**src/rtl/sram_ctrl_pkg.sv**
```systemverilog
package sram_ctrl_pkg;

  typedef enum logic [2:0] {
    PH_IDLE,
    PH_W_SETUP,
    PH_W_PULSE,
    PH_W_HOLD,
    PH_R_ACCESS,
    PH_R_RECOV
  } phase_e;

  function automatic int unsigned ns_to_cyc(int unsigned t_ns, int unsigned period_ns);
    if (t_ns == 0) return 0;
    return (t_ns + period_ns - 1) / period_ns;
  endfunction

  function automatic int unsigned max2(int unsigned a, int unsigned b);
    return (a > b) ? a : b;
  endfunction

endpackage

```
**src/rtl/sram_phase_timer.sv**
```systemverilog
module sram_phase_timer #(
  parameter int unsigned CNT_W = 4
) (
  input  logic             clk_i,
  input  logic             rst_ni,
  input  logic             load_i,
  input  logic [CNT_W-1:0] len_i,
  output logic             last_o
);
  logic [CNT_W-1:0] cnt_q;

  always_ff @(posedge clk_i or negedge rst_ni) begin
    if (!rst_ni)                cnt_q <= '0;
    else if (load_i)            cnt_q <= len_i;
    else if (cnt_q != '0)       cnt_q <= cnt_q - CNT_W'(1);
  end

  assign last_o = (cnt_q == CNT_W'(1));
endmodule

```
**src/rtl/sram_ctrl_fsm.sv**
```systemverilog
module sram_ctrl_fsm
  import sram_ctrl_pkg::*;
#(
  parameter int unsigned CNT_W     = 4,
  parameter int unsigned SETUP_LEN = 1,
  parameter int unsigned PULSE_LEN = 1,
  parameter int unsigned HOLD_LEN  = 1,
  parameter int unsigned ACC_LEN   = 1,
  parameter int unsigned RECOV_LEN = 1
) (
  input  logic             clk_i,
  input  logic             rst_ni,
  input  logic             req_i,
  input  logic             we_i,
  input  logic             last_i,
  output logic             load_o,
  output logic [CNT_W-1:0] len_o,
  output phase_e           state_d_o,
  output logic             accept_o,
  output logic             capture_o,
  output logic             ready_o
);
  phase_e state_q, state_d;

  always_comb begin
    state_d   = state_q;
    load_o    = 1'b0;
    len_o     = '0;
    capture_o = 1'b0;
    unique case (state_q)
      PH_IDLE: if (req_i) begin
        load_o  = 1'b1;
        state_d = we_i ? PH_W_SETUP : PH_R_ACCESS;
        len_o   = we_i ? CNT_W'(SETUP_LEN) : CNT_W'(ACC_LEN);
      end
      PH_W_SETUP: if (last_i) begin
        state_d = PH_W_PULSE;
        load_o  = 1'b1;
        len_o   = CNT_W'(PULSE_LEN);
      end
      PH_W_PULSE: if (last_i) begin
        state_d = PH_W_HOLD;
        load_o  = 1'b1;
        len_o   = CNT_W'(HOLD_LEN);
      end
      PH_W_HOLD: if (last_i) state_d = PH_IDLE;
      PH_R_ACCESS: if (last_i) begin
        state_d   = PH_R_RECOV;
        load_o    = 1'b1;
        len_o     = CNT_W'(RECOV_LEN);
        capture_o = 1'b1;
      end
      PH_R_RECOV: if (last_i) state_d = PH_IDLE;
      default: state_d = PH_IDLE;
    endcase
  end

  always_ff @(posedge clk_i or negedge rst_ni) begin
    if (!rst_ni) state_q <= PH_IDLE;
    else         state_q <= state_d;
  end

  assign state_d_o = state_d;
  assign ready_o   = (state_q == PH_IDLE);
  assign accept_o  = ready_o & req_i;
endmodule

```
**src/rtl/sram_pin_drv.sv**
```systemverilog
module sram_pin_drv
  import sram_ctrl_pkg::*;
#(
  parameter int unsigned ADDR_W = 17,
  parameter int unsigned DATA_W = 8
) (
  input  logic              clk_i,
  input  logic              rst_ni,
  input  phase_e            state_d_i,
  input  logic              accept_i,
  input  logic              capture_i,
  input  logic [ADDR_W-1:0] addr_i,
  input  logic [DATA_W-1:0] wdata_i,
  input  logic [DATA_W-1:0] mem_dq_i,
  output logic [ADDR_W-1:0] mem_addr_o,
  output logic [DATA_W-1:0] mem_dq_o,
  output logic              mem_ce_no,
  output logic              mem_we_no,
  output logic              mem_oe_no,
  output logic              mem_dq_oe_o,
  output logic              rvalid_o,
  output logic [DATA_W-1:0] rdata_o
);
  // strobes registered from next phase: glitch-free pins aligned to the phase register
  always_ff @(posedge clk_i or negedge rst_ni) begin
    if (!rst_ni) begin
      mem_ce_no   <= 1'b1;
      mem_we_no   <= 1'b1;
      mem_oe_no   <= 1'b1;
      mem_dq_oe_o <= 1'b0;
    end else begin
      mem_ce_no   <= (state_d_i == PH_IDLE);
      mem_we_no   <= (state_d_i != PH_W_PULSE);
      mem_oe_no   <= (state_d_i != PH_R_ACCESS);
      mem_dq_oe_o <= (state_d_i == PH_W_PULSE) || (state_d_i == PH_W_HOLD);
    end
  end

  always_ff @(posedge clk_i or negedge rst_ni) begin
    if (!rst_ni) begin
      mem_addr_o <= '0;
      mem_dq_o   <= '0;
    end else if (accept_i) begin
      mem_addr_o <= addr_i;
      mem_dq_o   <= wdata_i;
    end
  end

  always_ff @(posedge clk_i or negedge rst_ni) begin
    if (!rst_ni) begin
      rvalid_o <= 1'b0;
      rdata_o  <= '0;
    end else begin
      rvalid_o <= capture_i;
      if (capture_i) rdata_o <= mem_dq_i;
    end
  end
endmodule

```
**src/rtl/sram_bus_ctrl.sv**
```systemverilog
module sram_bus_ctrl
  import sram_ctrl_pkg::*;
#(
  parameter int unsigned ADDR_W        = 17,
  parameter int unsigned DATA_W        = 8,
  parameter int unsigned CLK_PERIOD_NS = 20,
  parameter int unsigned T_WP_NS       = 8,
  parameter int unsigned T_CW_NS       = 8,
  parameter int unsigned T_AW_NS       = 8,
  parameter int unsigned T_AS_NS       = 0,
  parameter int unsigned T_DW_NS       = 6,
  parameter int unsigned T_DH_NS       = 0,
  parameter int unsigned T_WC_NS       = 12,
  parameter int unsigned T_RC_NS       = 12,
  parameter int unsigned T_AA_NS       = 12,
  parameter int unsigned T_OE_NS       = 6,
  parameter int unsigned T_OHZ_NS      = 5
) (
  input  logic              clk_i,
  input  logic              rst_ni,
  input  logic              req_i,
  input  logic              we_i,
  input  logic [ADDR_W-1:0] addr_i,
  input  logic [DATA_W-1:0] wdata_i,
  output logic              ready_o,
  output logic              rvalid_o,
  output logic [DATA_W-1:0] rdata_o,
  output logic [ADDR_W-1:0] mem_addr_o,
  output logic              mem_ce_no,
  output logic              mem_we_no,
  output logic              mem_oe_no,
  output logic [DATA_W-1:0] mem_dq_o,
  output logic              mem_dq_oe_o,
  input  logic [DATA_W-1:0] mem_dq_i
);
  localparam int unsigned SETUP_LEN = max2(1, ns_to_cyc(T_AS_NS, CLK_PERIOD_NS));
  localparam int unsigned HOLD_LEN  = max2(1, ns_to_cyc(T_DH_NS, CLK_PERIOD_NS));
  localparam int unsigned WC_CYC    = ns_to_cyc(T_WC_NS, CLK_PERIOD_NS);
  localparam int unsigned WC_REM    = (WC_CYC > SETUP_LEN + HOLD_LEN) ? WC_CYC - SETUP_LEN - HOLD_LEN : 0;
  localparam int unsigned PULSE_LEN = max2(max2(max2(1, WC_REM),
                                                max2(ns_to_cyc(T_WP_NS, CLK_PERIOD_NS), ns_to_cyc(T_CW_NS, CLK_PERIOD_NS))),
                                           max2(ns_to_cyc(T_AW_NS, CLK_PERIOD_NS), ns_to_cyc(T_DW_NS, CLK_PERIOD_NS)));
  localparam int unsigned ACC_LEN   = max2(max2(1, ns_to_cyc(T_RC_NS, CLK_PERIOD_NS)),
                                           max2(ns_to_cyc(T_AA_NS, CLK_PERIOD_NS), ns_to_cyc(T_OE_NS, CLK_PERIOD_NS)));
  localparam int unsigned RECOV_LEN = max2(1, ns_to_cyc(T_OHZ_NS, CLK_PERIOD_NS));
  localparam int unsigned MAX_LEN   = max2(max2(SETUP_LEN, HOLD_LEN), max2(max2(PULSE_LEN, ACC_LEN), RECOV_LEN));
  localparam int unsigned CNT_W     = $clog2(MAX_LEN + 1);

  logic             load, last, accept, capture;
  logic [CNT_W-1:0] len;
  phase_e           state_d;

  sram_phase_timer #(.CNT_W(CNT_W)) i_timer (
    .clk_i, .rst_ni, .load_i(load), .len_i(len), .last_o(last)
  );

  sram_ctrl_fsm #(
    .CNT_W(CNT_W), .SETUP_LEN(SETUP_LEN), .PULSE_LEN(PULSE_LEN),
    .HOLD_LEN(HOLD_LEN), .ACC_LEN(ACC_LEN), .RECOV_LEN(RECOV_LEN)
  ) i_fsm (
    .clk_i, .rst_ni, .req_i, .we_i, .last_i(last), .load_o(load), .len_o(len),
    .state_d_o(state_d), .accept_o(accept), .capture_o(capture), .ready_o
  );

  sram_pin_drv #(.ADDR_W(ADDR_W), .DATA_W(DATA_W)) i_pins (
    .clk_i, .rst_ni, .state_d_i(state_d), .accept_i(accept), .capture_i(capture),
    .addr_i, .wdata_i, .mem_dq_i, .mem_addr_o, .mem_dq_o, .mem_ce_no, .mem_we_no,
    .mem_oe_no, .mem_dq_oe_o, .rvalid_o, .rdata_o
  );
endmodule

```
**config.mk**
```make
export PLATFORM = sky130hd
export DESIGN_NAME = sram_bus_ctrl
export DESIGN_NICKNAME = d
export VERILOG_FILES = /design/src/rtl/sram_ctrl_pkg.sv /design/src/rtl/sram_phase_timer.sv /design/src/rtl/sram_ctrl_fsm.sv /design/src/rtl/sram_pin_drv.sv /design/src/rtl/sram_bus_ctrl.sv
export SDC_FILE = /design/constraint.sdc
export NUM_CORES = 1
export LEC_CHECK = 0
export ABC_CLOCK_PERIOD_IN_PS = 2060
export BUFFER_PORTS_ARGS = -buffer_cell sky130_fd_sc_hd__buf_2
export CAP_MARGIN = 0
export CORE_MARGIN = 10
export CORE_UTILIZATION = 45
export DETAILED_ROUTE_END_ITERATION = 8
export GPL_TIMING_DRIVEN = 0
export PLACE_DENSITY = 0.76
export SKIP_CTS_REPAIR_TIMING = 1
export SLEW_MARGIN = 30
export SYNTH_ARGS = -nofsm -noshare
export SYNTH_HDL_FRONTEND = slang
export SYNTH_SLANG_ARGS = --single-unit
```
**constraint.sdc**
```tcl
create_clock -name clk_i -period 2.06 [get_ports clk_i]
set_clock_uncertainty 0.1 [all_clocks]
set_input_delay 0.412 -clock clk_i [delete_from_list [all_inputs] [get_ports clk_i]]
set_output_delay 0.412 -clock clk_i [all_outputs]
set_load 0.02 [all_outputs]
```
# ---- After elaboration in Yosys (flattened, before gate mapping)
# Cells that the tools add are included.
# Widths: inputs -> output; s select.
dict set report classes {
  order_cmp 0
  add_sub_neg 1
  n_eq_ne 9
  n_bitwise 1
  mul 0
  n_div 0
  reduce_logical 5
  n_shift 0
  n_mux 13
}
# op count
set op_table {}
lappend op_table {{$mux 3} 6}
lappend op_table {{$pmux 3 s5} 1}
lappend op_table {{$eq 3x2->1 const B} 4}
lappend op_table {{$eq 3x3->1 const B} 2}
lappend op_table {{$logic_not 3->1} 2}
lappend op_table {{$mux 1} 5}
lappend op_table {{$eq 3x1->1 const B} 1}
lappend op_table {{$ne 3x2->1 const B} 1}
lappend op_table {{$ne 3x3->1 const B} 1}
lappend op_table {{$reduce_or 3->1} 1}
lappend op_table {{$pmux 1 s2} 1}
lappend op_table {{$reduce_or 2->1} 1}
lappend op_table {{$and 1x1->1} 1}
lappend op_table {{$logic_or 1x1->1} 1}
lappend op_table {{$sub 1x1->1 const B} 1}
dict set report word_totals {
  out_inout_bits 39
  ff_bits 42
  latchBits 0
  romBits 0
  memories 0
  ram_bits 0
  inputBits 37
  word_cells 39
}

# ---- Logic depth before layout (Yosys ltp)
dict set report logic_depth {
  depth_word 5
  ltp_mapped 6
  ltp_nobuf 3
}

# ---- By module
# A second synthesis with hierarchy kept.
dict set report unflattened {
  cells_unflattened 108
  area_unflattened_um2 1774.2
}
# mod cells_per_inst area_each_um2 instances
set by_module_without_submodules {}
lappend by_module_without_submodules {sram_pin_drv 79 1486.4 1}
lappend by_module_without_submodules {sram_ctrl_fsm 27 256.5 1}
lappend by_module_without_submodules {sram_phase_timer 2 31.3 1}

# ---- Least setup slack after synthesis
# Ideal clock, no wire load.
dict set report synth_path {
  path_kind {register to register}
  startpoint {register i_fsm.state_q[0]}
  endpoint {register i_pins.mem_addr_o[10]}
  arrival_ns 1.586
  path_slack_ns 0.249
  setup_time_ns 0.125
  t_required_ns 1.835
  stages_incl_launch_ff 7
  path_cell_list {dfrtp_1 > buf_6 > nor3_2 > and2_4 > buf_12 > buf_12 > mux2_4}
}
dict set report synth_between {
  elab_chain_len 2
}
# element line_no
set synth_rtl {}
lappend synth_rtl {{start, declared} sram_ctrl_fsm.sv:23} ;# phase_e state_q, state_d;
lappend synth_rtl {{start signal, assigned} sram_ctrl_fsm.sv:60} ;# else state_q <= state_d;
lappend synth_rtl {{$logic_not 3->1} sram_ctrl_fsm.sv:64} ;# assign ready_o = (state_q == PH_IDLE);
lappend synth_rtl {{net ready_o} sram_bus_ctrl.sv:25} ;# output logic ready_o,
lappend synth_rtl {{$and 1x1->1} sram_ctrl_fsm.sv:65} ;# assign accept_o = ready_o & req_i;
lappend synth_rtl {{end signal, assigned} sram_pin_drv.sv:44} ;# mem_addr_o <= addr_i;
lappend synth_rtl {{end, declared} sram_pin_drv.sv:15} ;# output logic [ADDR_W-1:0] mem_addr_o,
# The timed path passes the listed nets, and every way through them passes these cells.
# A chain may end at the register's enable or synchronous reset.

# ---- Worst setup path in the final report
dict set report layout_path {
  startpoint {register i_fsm.state_q[0]}
  endpoint {output port ready_o}
}
dict set report layout_between {
  elab_chain_len 1
}
# element line_no
set layout_rtl {}
lappend layout_rtl {{$logic_not 3->1} sram_ctrl_fsm.sv:64}
lappend layout_rtl {{end, declared} sram_bus_ctrl.sv:25}
# No other way between the ends.

==> results.md <==
- H-tree level count: 2
- Antenna violations before repair: 0
- Total of flip-flops plus latches after synthesis: 42
- Max_slew headroom: 65.6%
- RePlAce Congestion: 0.817
- Highest ir drop seen on vdd: 0.000836 V
- Crit Path Max Fanout: 8
- Maximum clock insertion buffer count: 2
- Warnings from Yosys: 0
- Synthesized area: 1760 sq um
- Worst reg-to-reg setup slack: 0.36 ns
- Worst hold slack: -0.00991 ns
- Worst path top cell family by delay: flip-flops
- Final-stage net count: 232
- TritonCTS clock tree: done
- Routed WL per cell: 15.9 um
- DIE HEIGHT: 82.6 um
- Commonest register cell after synthesis: dfrtp_1
- Maximum number of pins on one net before global-route repair: 43
- Num rows: 22
- Endpoint class of the critical path: primary output
- I/O pin cnt: 76
- Achievable frequency: 582 MHz
- Avg Vias per Cell: 4.91
- Failing checks: hold timing
- Unique masters post-synth: 26
- Number of enable-type register cells in the synthesized netlist: 0
- Worst path bufs/invs: 2
- Final setup margin: 0.342 ns
- Remaining routing DRC violations: 0
- Remaining global-route overflow: 0
- Sum Neg Setup Slack: 0 ns
- Antenna cells: 0
- Vias in the first global route: 1301
- Setup slack after placement: 0.388 ns
- CTS Root Buffer Type: clkbuf_8
- Slew Viols, Final: 0
- Die width: 82.6 um
- P&R area growth vs syn: 30.0%
- GRT Total Usage: 11.6%
- CP required: 1.55 ns
- Commonest cells after routing, fill and taps aside: 75 x buf_2, 39 x dfrtp_1, 19 x mux2_4, 14 x mux2_2
- Antenna-violating nets left: 0
- Commonest non-fill, non-tap cell in the layout: buf_2
- Unrepaired setup endpoints after global routing: false
- Synthesized netlist net count: 150
- Sinks on the clock net: 42
- Routed via count: 1197
- Delay of the slowest cell on the worst path: 0.38 ns
- Final setup violation count: 0
- # port buffers: 75
- Start-to-end type of the worst setup path: flip-flop to primary output
- Signal arrival time at the worst endpoint: 1.21 ns
- Cell leakage power: 1.15 nW
- Power per Cell Area: 1710 nW/um^2
- Core footprint: 3720 sq um
- Class of the tightest hold or removal check: primary input to asynchronous set/reset pin
- DRC marker count from the first detailed-route iteration: 44
- Wire length of the first global-routing pass: 6120 um
- Max stage delay cell, worst path: dfrtp_1
- Average cell area after synthesis: 15.6 sq um
- Post-DP HPWL: 3000 um
- Cells after Synth: 113
- Pre-Repair DR Iteration Count: 4
- Portion of the clock cycle consumed by the worst path in the final layout: 83.4%
- Transition time at the pin with the least slew margin: 0.516 ns
- Proportion of synthesized chip area in sequential cells: 59.9%
- CTS clock-pin slew for the worst setup and hold paths: 0.07 ns
- Summed area of non-filler cells in the final layout: 2290 sq um
- Layout cell share with drive strength beyond 1: 64.3%
- Final worst path period need: 1.72 ns
- Instance area after placement: 2200 sq um
- Insertion delay to the later sink of the worst-skew pair: 0.28 ns
- Number of buffers added by the clock tree synthesis step: 5
- Share of synthesized flip-flops with an asynchronous set or reset: 100%
- Run status: finished, violations left
- Effective utilization at floorplan: 47.4%
- MaxCap Viol Count: 0
- Final wirelength: 3870 um
- Critical path, cell by cell: buf_6 > nor3_2 > buf_2
- Startpoint types: flip-flop
- Number of hold violations in the final report: 6
- Die Outline Area: 6820 sq um
- Total power consumption of the routed design: 3.91 mW
[cells in the mapped netlist (2+ instances only)]
cell type  number  area, sq um
a21oi_1         2         10.0
and3_1          2         12.5
buf_12          3         60.1
dfrtp_1        39          976
dfstp_2         3         78.8
mux2_2         14          158
mux2_4         19          285
nand2_1         6         22.5
nand2b_1        2         12.5
nor2_1          4         15.0
o21ai_0         4         20.0
[sequential cells by signal, summed over array words and instances, names as in the netlist]
name	cells
i_fsm.state_q	3
i_pins.mem_addr_o	17
i_pins.mem_ce_no	1
i_pins.mem_dq_o	8
i_pins.mem_dq_oe_o	1
i_pins.mem_oe_no	1
i_pins.mem_we_no	1
i_pins.rdata_o	8
i_pins.rvalid_o	1
i_timer.last_o	1
[stage by stage]
stage                     utilization, %  std cells
final                               61.6        244
after global routing                61.6        244
after CTS                           61.6        244
after detailed placement            59.1        236
after global placement              59.1        236
after floorplan                        -        113
[power breakdown]
part	internal, mW	leakage, nW	switching (mW)
clock network	0.270	0.0482	0.249
registers	1.24	0.501	0.207
logic	0.917	0.606	1.03
total	2.43	1.15	1.48
[cell type report]
type / instances / area [sq um]
Multi-Input combinational cell: 63 / 619
Clock buffer: 7 / 86.3
Sequential cell: 42 / 1050
Inverter: 1 / 3.75
Tap cell: 48 / 60.1
Fill cell: 302 / 1430
Clock inverter: 1 / 5.00
Timing Repair Buffer: 75 / 378
Buffer: 7 / 83.8
[per-layer routing]
metal | global-route usage [%] | wire length [um]
met4 | 2.51 | 14
met5 | 0 | 0
met2 | 18.3 | 1740
met1 | 13.3 | 1480
met3 | 7.02 | 633
[final timing paths]
path	start	to	cells past startpoint
min in group clk_i	addr_i[4]	i_pins.mem_addr_o[4]	2
max in group asynchronous	rst_ni	i_pins.mem_oe_no	1
worst max-delay path	i_fsm.state_q[0]	ready_o	3
worst min-delay path	rst_ni	i_pins.mem_addr_o[13]	1
worst min register to register	i_pins.mem_addr_o[12]	i_pins.mem_addr_o[12]	1
worst max register to register	i_fsm.state_q[0]	i_pins.mem_addr_o[8]	6
[logic make-up (layout without fill, tap and decap cells)]
family                 count (synthesis)  in the layout  share of synthesized area, %
multiplexers                          34             34                          25.7
AO/OA/AOI/OAI                         11             11                          3.98
AND/OR/NAND/NOR                       17             17                          4.97
XOR/XNOR                               1              1                         0.497
buffers and inverters                  8             91                          4.97
flip-flops                            42             42                          59.9
Power figures use the tool's default switching activity.
